### src/rtl/xcvr_pkg.sv
package xcvr_pkg;
  // per-direction control set, all active low
  typedef struct packed {
    logic entry_n;
    logic latch_n;
    logic oe_n;
  } dir_ctrl_t;
endpackage

### src/rtl/xcvr_bank.sv
module xcvr_bank
  import xcvr_pkg::*;
#(
  parameter int W = 8
) (
  input  logic         clk_i,
  input  logic         rst_ni,
  input  logic [W-1:0] src_i,
  input  dir_ctrl_t    ctrl_i,
  output logic [W-1:0] q_o,
  output logic         oe_o
);
  logic [W-1:0] store_q;
  logic         open_w;

  assign open_w = !ctrl_i.entry_n && !ctrl_i.latch_n;

  // loading every open cycle makes any rise of entry/latch a capture of the prior value
  always_ff @(posedge clk_i or negedge rst_ni) begin
    if (!rst_ni)     store_q <= '0;
    else if (open_w) store_q <= src_i;
  end

  assign q_o  = open_w ? src_i : store_q;
  assign oe_o = !ctrl_i.entry_n && !ctrl_i.oe_n;
endmodule

### src/rtl/xcvr_hold.sv
module xcvr_hold #(
  parameter int W       = 8,
  parameter bit HOLD_EN = 1'b1
) (
  input  logic         clk_i,
  input  logic         rst_ni,
  input  logic [W-1:0] pin_i,
  input  logic         drv_i,
  input  logic [W-1:0] own_i,
  input  logic         own_oe_i,
  output logic [W-1:0] src_o
);
  if (HOLD_EN) begin : g_keep
    logic [W-1:0] held_q;
    always_ff @(posedge clk_i or negedge rst_ni) begin
      if (!rst_ni)       held_q <= '0;
      else if (drv_i)    held_q <= pin_i;
      else if (own_oe_i) held_q <= own_i;
    end
    // registered own value keeps the A/B paths free of combinational loops
    assign src_o = drv_i ? pin_i : held_q;
  end else begin : g_pass
    logic unused_w;
    assign unused_w = ^{clk_i, rst_ni, drv_i, own_i, own_oe_i};
    assign src_o    = pin_i;
  end
endmodule

### src/rtl/xcvr_section.sv
module xcvr_section
  import xcvr_pkg::*;
#(
  parameter int W       = 8,
  parameter bit HOLD_EN = 1'b1
) (
  input  logic         clk_i,
  input  logic         rst_ni,
  input  logic [W-1:0] a_i,
  input  logic         a_drv_i,
  input  logic [W-1:0] b_i,
  input  logic         b_drv_i,
  input  dir_ctrl_t    ab_ctrl_i,
  input  dir_ctrl_t    ba_ctrl_i,
  output logic [W-1:0] a_o,
  output logic         a_oe_o,
  output logic [W-1:0] b_o,
  output logic         b_oe_o
);
  logic [W-1:0] a_src, b_src;

  xcvr_hold #(.W(W), .HOLD_EN(HOLD_EN)) u_hold_a (
    .clk_i, .rst_ni, .pin_i(a_i), .drv_i(a_drv_i),
    .own_i(a_o), .own_oe_i(a_oe_o), .src_o(a_src)
  );
  xcvr_hold #(.W(W), .HOLD_EN(HOLD_EN)) u_hold_b (
    .clk_i, .rst_ni, .pin_i(b_i), .drv_i(b_drv_i),
    .own_i(b_o), .own_oe_i(b_oe_o), .src_o(b_src)
  );

  xcvr_bank #(.W(W)) u_ab (
    .clk_i, .rst_ni, .src_i(a_src), .ctrl_i(ab_ctrl_i), .q_o(b_o), .oe_o(b_oe_o)
  );
  xcvr_bank #(.W(W)) u_ba (
    .clk_i, .rst_ni, .src_i(b_src), .ctrl_i(ba_ctrl_i), .q_o(a_o), .oe_o(a_oe_o)
  );
endmodule

### src/rtl/bus_xcvr_latched.sv
module bus_xcvr_latched
  import xcvr_pkg::*;
#(
  parameter int NUM_SECT = 2,
  parameter int SECT_W   = 8,
  parameter bit HOLD_EN  = 1'b1,
  localparam int BUS_W   = NUM_SECT * SECT_W
) (
  input  logic                clk_i,
  input  logic                rst_ni,
  input  logic [BUS_W-1:0]    a_i,
  input  logic [NUM_SECT-1:0] a_drv_i,
  input  logic [BUS_W-1:0]    b_i,
  input  logic [NUM_SECT-1:0] b_drv_i,
  input  logic [NUM_SECT-1:0] eab_n_i,
  input  logic [NUM_SECT-1:0] leab_n_i,
  input  logic [NUM_SECT-1:0] oeab_n_i,
  input  logic [NUM_SECT-1:0] eba_n_i,
  input  logic [NUM_SECT-1:0] leba_n_i,
  input  logic [NUM_SECT-1:0] oeba_n_i,
  output logic [BUS_W-1:0]    a_o,
  output logic [NUM_SECT-1:0] a_oe_o,
  output logic [BUS_W-1:0]    b_o,
  output logic [NUM_SECT-1:0] b_oe_o
);
  for (genvar s = 0; s < NUM_SECT; s++) begin : g_sect
    dir_ctrl_t ab_ctrl, ba_ctrl;
    assign ab_ctrl = '{entry_n: eab_n_i[s], latch_n: leab_n_i[s], oe_n: oeab_n_i[s]};
    assign ba_ctrl = '{entry_n: eba_n_i[s], latch_n: leba_n_i[s], oe_n: oeba_n_i[s]};

    xcvr_section #(.W(SECT_W), .HOLD_EN(HOLD_EN)) u_sect (
      .clk_i,
      .rst_ni,
      .a_i      (a_i[s*SECT_W +: SECT_W]),
      .a_drv_i  (a_drv_i[s]),
      .b_i      (b_i[s*SECT_W +: SECT_W]),
      .b_drv_i  (b_drv_i[s]),
      .ab_ctrl_i(ab_ctrl),
      .ba_ctrl_i(ba_ctrl),
      .a_o      (a_o[s*SECT_W +: SECT_W]),
      .a_oe_o   (a_oe_o[s]),
      .b_o      (b_o[s*SECT_W +: SECT_W]),
      .b_oe_o   (b_oe_o[s])
    );
  end
endmodule

### config.mk
export PLATFORM = sky130hd
export DESIGN_NAME = bus_xcvr_latched
export DESIGN_NICKNAME = d
export VERILOG_FILES = /design/src/rtl/xcvr_pkg.sv /design/src/rtl/xcvr_bank.sv /design/src/rtl/xcvr_hold.sv /design/src/rtl/xcvr_section.sv /design/src/rtl/bus_xcvr_latched.sv
export SDC_FILE = /design/constraint.sdc
export NUM_CORES = 1
export LEC_CHECK = 0
export BUFFER_PORTS_ARGS = -buffer_cell sky130_fd_sc_hd__buf_4
export CAP_MARGIN = 25
export CORE_MARGIN = 8
export CORE_UTILIZATION = 45
export DETAILED_ROUTE_END_ITERATION = 8
export GPL_ROUTABILITY_DRIVEN = 0
export PLACE_DENSITY = 0.71
export SYNTH_ARGS = -nofsm -noshare
export SYNTH_HDL_FRONTEND = slang
export SYNTH_HIERARCHICAL = 1
export SYNTH_SLANG_ARGS = --single-unit
export TNS_END_PERCENT = 5
### constraint.sdc
create_clock -name clk_i -period 1.41 [get_ports clk_i]
set_input_delay 0.0705 -clock clk_i [delete_from_list [all_inputs] [get_ports clk_i]]
set_output_delay 0.0705 -clock clk_i [all_outputs]
set_load 0.03 [all_outputs]
* Word level (Yosys, flattened, before mapping)
Index checks and enable logic that the tools add are counted.
** Operators by class
- $mul :: 0
- Divide/modulo/power cells :: 0
- Reductions and logical operators :: 24
- Shift operators :: 0
- Equal/unequal tests :: 0
- $add $sub $neg :: 0
- $lt $le $gt $ge :: 0
- Muxes and demuxes :: 16
- Bitwise operators :: 0
** Operators by type and width (count)
- $mux W8 :: 16
- $logic_not A1 Y1 :: 12
- $logic_and A1 B1 Y1 :: 8
- $reduce_bool A2 Y1 :: 4
** Storage, ports and cells
- Flip-flop bits (word level) :: 64
- Bits in read-only memories :: 0
- Word-level logic and storage cells :: 48
- Memories kept :: 0
- RAM bits :: 0
- Bits in latches :: 0

* Longest topological paths before layout
Gate-level depths: netlist of run 1.
- Depth in word-level cells :: 5
- Depth in mapped cells :: 6

* Cells and area by module
The synthesis of run 1 kept the hierarchy.
** By module, submodules not included
- xcvr_hold at g_sect[0].u_sect.u_hold_b ... :: cells an instance 51, area each 446.7 µm², instances 3
- xcvr_bank :: cells an instance 18, area each 305.3 µm², instances 4
- xcvr_hold at g_sect[0].u_sect.u_hold_a :: cells an instance 51, area each 450.4 µm², instances 1

* Least setup slack after synthesis of run 1
OpenSTA, ideal clock, no wires.
- Path kind :: register to register
- From :: reg g_sect[0].u_sect.u_hold_a.g_keep.held_q[6]
- To :: reg g_sect[0].u_sect.u_hold_b.g_keep.held_q[6]
- Path buffers :: 0
- Setup slack :: 0.266 ns
- Stages on the path, launching flop included :: 6
- Data required time :: 1.289 ns
- Arrival :: 1.023 ns
- Period minus slack after synthesis :: 1.144 ns
- Cells stage by stage :: dfrtp_1 inv_1 o21ai_0 mux2_2 mux2i_1 o21ai_1
** Between the ends
- Word-level cells in the longest chain between the ends :: 4
** Ends and longest elaborated chain
- start: declaration :: RTL line xcvr_hold.sv:14 : logic [W-1:0] held_q;
- start signal: assignment :: RTL line xcvr_hold.sv:17 : else if (drv_i) held_q <= pin_i;
- start signal: assignment :: RTL line xcvr_hold.sv:18 : else if (own_oe_i) held_q <= own_i;
- $mux W8 :: RTL line xcvr_hold.sv:21 : assign src_o = drv_i ? pin_i : held_q;
- named net g_sect[0].u_sect.a_src[6] :: RTL line xcvr_section.sv:20 : logic [W-1:0] a_src, b_src;
- $mux W8 :: RTL line xcvr_bank.sv:24 : assign q_o = open_w ? src_i : store_q;
- named net b_o[6] :: RTL line bus_xcvr_latched.sv:23 : output logic [BUS_W-1:0] b_o,
- $mux W8 :: RTL line xcvr_hold.sv:18
- $mux W8 :: RTL line xcvr_hold.sv:17
- end signal: assignment :: RTL line xcvr_hold.sv:17
- end signal: assignment :: RTL line xcvr_hold.sv:18
- end: declaration :: RTL line xcvr_hold.sv:14
The timed path passes the listed nets, and every way through them passes these cells. The select of a mux whose other input is x is not followed.
A chain may end at the register's enable or synchronous reset.

* Worst setup path in the final report of run 1
- From :: reg g_sect[0].u_sect.u_hold_b.g_keep.held_q[3]
- To :: out a_o[3]
** Between the ends
- Word-level cells in the longest chain between the ends :: 2
** Ends and longest elaborated chain
- $mux W8 :: RTL line xcvr_hold.sv:21
- named net g_sect[0].u_sect.b_src[3] :: RTL line xcvr_section.sv:20
- $mux W8 :: RTL line xcvr_bank.sv:24
- end: declaration :: RTL line bus_xcvr_latched.sv:21 : output logic [BUS_W-1:0] a_o,
The timed path passes the listed nets, and every way through them passes these cells.

==> flow_metrics.tcl, run 1 <==
set metrics [dict create \
    core_area_mm2 0.006644 \
    grt_pass1_wl_um 12870 \
    power_mw 5.971 \
    fp-row-count 30 \
    detail-route-antenna-nets 0 \
    place_area_mm2 0.003706 \
    totalWireLength_um 7845 \
    drc_errors 0 \
    syn_area_mm2 0.003012 \
    first_pass_iters 4 \
    ys_seq_elements 64 \
    synth_fp_nets 326 \
    dp_slack_ns 0.1609 \
    avgSynthCellArea_um2 10.91 \
    register_area_mm2 0.001602 \
    max_freq_mhz 723.7 \
    status "finished clean" \
    yosysUniqueCellTypes 11 \
    critical_path_class "flip-flop to primary output" \
    critPathRequiredTime_ns 1.34 \
    yosys_warnings 6 \
    cts_tree "yes" \
    min_period_ns 1.382 \
    cts.sinks 64 \
    wl_met2_um 3624 \
    worstMarginPinSlew_ns 0.4156 \
    cts-buffers-inserted 9 \
    diodes 0 \
    drive_gt1_share_pct 36.12 \
    port_buffers 85 \
    slew_viol_final 0 \
    worst_slack_ns 0.02818 \
    drt-initial-drc-count 76 \
    cts_max_level 3 \
    skew_ns 0.008795 \
    slew-limit-headroom_pct 72.23 \
    viasPerCell 5.002 \
    maxCapViolCount 0 \
    clk_latency_ns 0.34 \
    p_leak_nw 2.171 \
    io-pin-count 86 \
    syn_inst 276 \
    vias 2436 \
    areaGrowthSynthToFinish_pct 50.35 \
    fin_area_mm2 0.004528 \
    setup-tns-final_ns 0 \
    finish.utilization_pct 68.15 \
    multi_input_area_mm2 0.001304 \
    cp_max_fo 3 \
    critPathLaunchType "flip-flop" \
    path_clk_slew_ns 0.07 \
    final_cell_mix "buf_4, dfrtp_1, o21ai_1" \
    rsz0062_at_grt "yes" \
    dp_hpwl_um 5285 \
    root_buffer "clkbuf_8" \
    layout_commonest_cell "buf_4" \
    peakVddDrop_mv 0.8760 \
    final_hold_viol_count 0 \
    die-area_mm2 0.009566 \
    holdWs_ns 0.09725 \
    finalNetCount 454 \
    track_usage_pct 16.72 \
    initial_utilization_pct 45.33 \
    hold_path.class "primary input to flip-flop" \
    die_height_um 97.81 \
    antenna_found_initial 0 \
    wl_met1_um 3654 \
    top_layer "met4" \
    final_cells 487 \
    critPathCaptureType "primary output" \
    first_global_vias 2597 \
    grt_max_degree 43 \
    cts_buffer_depth 2 \
    powerDensity_mw_per_mm2 1319 \
    finalCritPeriodShare_pct 98.00 \
    finalSetupViolations 0 \
    cp.arrival_ns 1.31 \
    grt.overflow.total 0 \
    wire_per_inst_um 16.11 \
    place_inst 436 \
    synth_seq_area_share_pct 53.18 \
    wl_met3_um 467 \
    fill_cells 522 \
    die_x_um 97.81 \
]
==> synth_stat cells, drive strengths merged <==
master | count | share of area [%]
nand2 | 32 | 4.0
dfrtp | 64 | 53
nor2 | 8 | 2.0
buf | 12 | 3.6
mux2 | 32 | 12
mux2i | 32 | 11
o21ai | 64 | 11
inv | 32 | 4.0
==> final timing paths <==
path | slack [ns] | endpoint | startpoint | cells past startpoint
max in group asynchronous | 0.68 | g_sect[1].u_sect/u_hold_a/g_keep.held_q[1]$_DFFE_PN0P_ | rst_ni | 3
setup / recovery | 0.03 | a_o[3] | g_sect[0].u_sect/u_hold_b/g_keep.held_q[3]$_DFFE_PN0P_ | 4
setup reg to reg | 0.15 | g_sect[1].u_sect/u_hold_b/g_keep.held_q[2]$_DFFE_PN0P_ | g_sect[1].u_sect/u_hold_a/g_keep.held_q[2]$_DFFE_PN0P_ | 6
hold reg to reg | 0.51 | g_sect[0].u_sect/u_ab/store_q[1]$_DFF_PN0_ | g_sect[0].u_sect/u_ab/store_q[1]$_DFF_PN0_ | 1
min in group asynchronous | 0.21 | g_sect[0].u_sect/u_ab/store_q[4]$_DFF_PN0_ | rst_ni | 2
hold / removal | 0.1 | g_sect[1].u_sect/u_hold_a/g_keep.held_q[3]$_DFFE_PN0P_ | a_drv_i[1] | 2
==> critical path: stages, from the launching register on <==
cell and delay [ns]:
dfrtp_1 0.38, inv_1 0.05, o21ai_0 0.10, mux2_4 0.30, buf_6 0.14
==> per-layer routing <==
layer | track usage, % | vias up
met1 | 21.07 | 1170
met5 | 0 | -
met2 | 26.15 | 73
li1 | - | 1184
met3 | 4.979 | 9
met4 | 6.835 | 0
==> report_power, final <==
part / internal [mW] / switching [mW]
clock network: 1.25 / 0.678
logic: 0.886 / 0.939
registers: 2.11 / 0.108
total: 4.25 / 1.72
==> layout make-up <==
class	instances	area share, %
sequential	64	35.37
multi-input combinational	168	28.79
timing repair buffer	129	25.64
clock buffer	11	3.343
inverter	32	2.653
tap	80	2.211
clock inverter	3	1.990
==> logic make-up (layout without fill, tap and decap cells) <==
kind of cell	Yosys count	after routing	share of synthesized area, %
compound gates	64	64	10.64
mux	64	64	22.60
flops	64	64	53.18
buf+inv	44	175	7.603
simple gates	40	40	5.982
==> what timing repair did <==
action                                  in CTS  in global routing
buffers inserted                             0                  4
cloned                                       0                  0
hold buffers                                33                  0
endpoints found under the setup margin       4                 32
resized for setup                            5                 62
endpoints found under the hold margin       96                  0
==> flip-flops by register name (all words and copies together) (netlist names) <==
signal and cells:
g_sect.u_sect/u_hold_a/g_keep.held_q 16, g_sect.u_sect/u_ab/store_q 16, g_sect.u_sect/u_hold_b/g_keep.held_q 16, g_sect.u_sect/u_ba/store_q 16
No activity file was read; power rests on OpenSTA's default activity.
==> run 2, diff against run 1 <==
--- a/config.mk
+++ b/config.mk
@@ -8,10 +8,10 @@
 export BUFFER_PORTS_ARGS = -buffer_cell sky130_fd_sc_hd__buf_4
 export CAP_MARGIN = 25
 export CORE_MARGIN = 8
-export CORE_UTILIZATION = 45
+export CORE_UTILIZATION = 34
 export DETAILED_ROUTE_END_ITERATION = 8
 export GPL_ROUTABILITY_DRIVEN = 0
-export PLACE_DENSITY = 0.71
+export RECOVER_POWER = 100
 export SYNTH_ARGS = -nofsm -noshare
 export SYNTH_HDL_FRONTEND = slang
 export SYNTH_HIERARCHICAL = 1
==> flow_metrics.tcl, run 2 (same netlist as run 1, synthesis figures left out) <==
set metrics [dict create \
    status "finished clean" \
    p_int_mw 3.934 \
    hold_path.class "primary input to flip-flop" \
    detail-route-antenna-nets 0 \
    finalCritPeriodShare_pct 96.08 \
    worstHoldStart "a_drv_i[0]" \
    viasPerCell 4.720 \
    antenna_found_initial 0 \
    die_x_um 110.1 \
    wire_per_inst_um 15.75 \
    drt-initial-drc-count 56 \
    timing.rr.end "g_sect[1].u_sect/u_hold_a/g_keep.held_q[5]$_DFFE_PN0P_" \
    root_buffer "clkbuf_8" \
    cp.arrival_ns 1.28 \
    grt.overflow.total 0 \
    p_leak_nw 2.133 \
    cts-buffers-inserted 9 \
    finalSetupViolations 0 \
    p_clk_share_pct 28.5 \
    cts_tree "yes" \
    fin_area_mm2 0.004512 \
    slew_viol_final 0 \
    dp_hpwl_um 5396 \
    maxCapViolCount 0 \
    dp_slack_ns 0.1545 \
    swShare_pct 30.38 \
    peakVddDrop_mv 0.8813 \
    grt_max_degree 65 \
    drc_errors 0 \
    critPathLaunchType "flip-flop" \
    skew_ns 0.007807 \
    clk_latency_ns 0.33 \
    holdWs_ns 0.1110 \
    setup-tns-final_ns 0 \
    rr_worst_depth 5 \
    path_clk_slew_ns 0.07 \
    slew-limit-headroom_pct 40.23 \
    worstMarginPinSlew_ns 0.8965 \
    die_height_um 110.1 \
    final_cells 517 \
    cts_max_level 3 \
    power_switching_mw 1.717 \
    critPathRequiredTime_ns 1.34 \
    pwr-share-seq_pct 39.0 \
    drive_gt1_share_pct 35.45 \
    vias 2440 \
    rsz0062_at_grt "yes" \
    critical_path_class "flip-flop to primary output" \
    track_usage_pct 13.78 \
    hold_path_depth 2 \
    final_cell_mix "dfrtp_1, buf_4, o21ai_1" \
    finish.utilization_pct 52.25 \
    diodes 0 \
    cts.sinks 64 \
    port_buffers 85 \
    max_freq_mhz 738.2 \
    finalNetCount 455 \
    first_global_vias 2595 \
    totalWireLength_um 8144 \
    power_mw 5.652 \
    final_hold_viol_count 0 \
    hold_end "g_sect[0].u_sect/u_hold_a/g_keep.held_q[4]$_DFFE_PN0P_" \
    cp_max_fo 3 \
    reg2reg_slack_ns 0.26 \
    powerDensity_mw_per_mm2 1253 \
    io-pin-count 86 \
    areaGrowthSynthToFinish_pct 49.81 \
    critPathCaptureType "primary output" \
    timing.rr.start "g_sect[1].u_sect/u_hold_b/g_keep.held_q[5]$_DFFE_PN0P_" \
    worst_slack_ns 0.05532 \
    core_area_mm2 0.008636 \
    die-area_mm2 0.01213 \
    grt_pass1_wl_um 13030 \
    min_period_ns 1.355 \
    fp-row-count 34 \
    place_inst 463 \
    first_pass_iters 4 \
    initial_utilization_pct 34.87 \
    place_area_mm2 0.003734 \
    combPwrFrac_pct 32.5 \
    layout_commonest_cell "dfrtp_1" \
    cts_buffer_depth 2 \
]
## run 2: changes by cell type in the layout (fill, tap and decap cells not counted), sizes merged
cell | previous run | this run
clkinv | 0 | 2
buf | 96 | 91
clkbuf | 11 | 18
bufinv | 3 | 1
## run 2: how the worst max path moves through the flow
stage	start	depth (start not counted)	end
2_1_floorplan	g_sect[0].u_sect/u_hold_a/g_keep.held_q[6]$_DFFE_PN0P_	5	g_sect[0].u_sect/u_hold_b/g_keep.held_q[6]$_DFFE_PN0P_
3_3_place_gp	eba_n_i[1]	5	g_sect[1].u_sect/u_hold_a/g_keep.held_q[3]$_DFFE_PN0P_
3_5_place_dp	eba_n_i[1]	5	g_sect[1].u_sect/u_hold_a/g_keep.held_q[3]$_DFFE_PN0P_
4_1_cts	g_sect[0].u_sect/u_hold_b/g_keep.held_q[6]$_DFFE_PN0P_	4	a_o[6]
5_1_grt	g_sect[1].u_sect/u_hold_a/g_keep.held_q[6]$_DFFE_PN0P_	4	b_o[14]
6_report	g_sect[0].u_sect/u_hold_a/g_keep.held_q[4]$_DFFE_PN0P_	4	b_o[4]
## run 2: metal layers
layer  wire (um)  GRT usage (%)  share of wire [%]  up-vias
li1            -              -                  -     1182
met4          58          3.711               0.71        0
met3         757          5.523                9.3        7
met2        3608          20.38                 44       77
met5           0              0                  0        -
met1        3720          18.30                 46     1174
## run 2: layout make-up
| type | count | area [um^2] |
|---|---|---|
| clock buffer | 12 | 165.2 |
| clock inverter | 3 | 40.04 |
| fill | 762 | 4124 |
| inverter | 32 | 120.1 |
| multi-input combinational | 168 | 1290 |
| sequential | 64 | 1602 |
| tap | 108 | 135.1 |
| timing repair buffer | 130 | 1160 |
## run 2: timing repair
action,CTS,global route
hold buffers,33,0
setup buffers,0,6
resized for setup,6,63
endpoints found under the hold margin,96,0
cloned,0,0
setup endpoints to repair,5,32
## run 2: power groups by stage
stage	clock [mW]	sequential, mW	combinational (mW)
6_report	1.61	2.21	1.83
5_1_grt	1.77	2.23	1.97
4_1_cts	1.67	2.20	1.61
3_5_place_dp	0	2.23	1.51
3_3_place_gp	0	2.22	1.49
2_1_floorplan	0	2.21	0.949
## run 2: worst max-delay path, stage by stage (launching register included)
cell	delay [ns]
dfrtp_1	0.38
inv_1	0.06
o21ai_0	0.08
mux2_4	0.29
buf_6	0.14
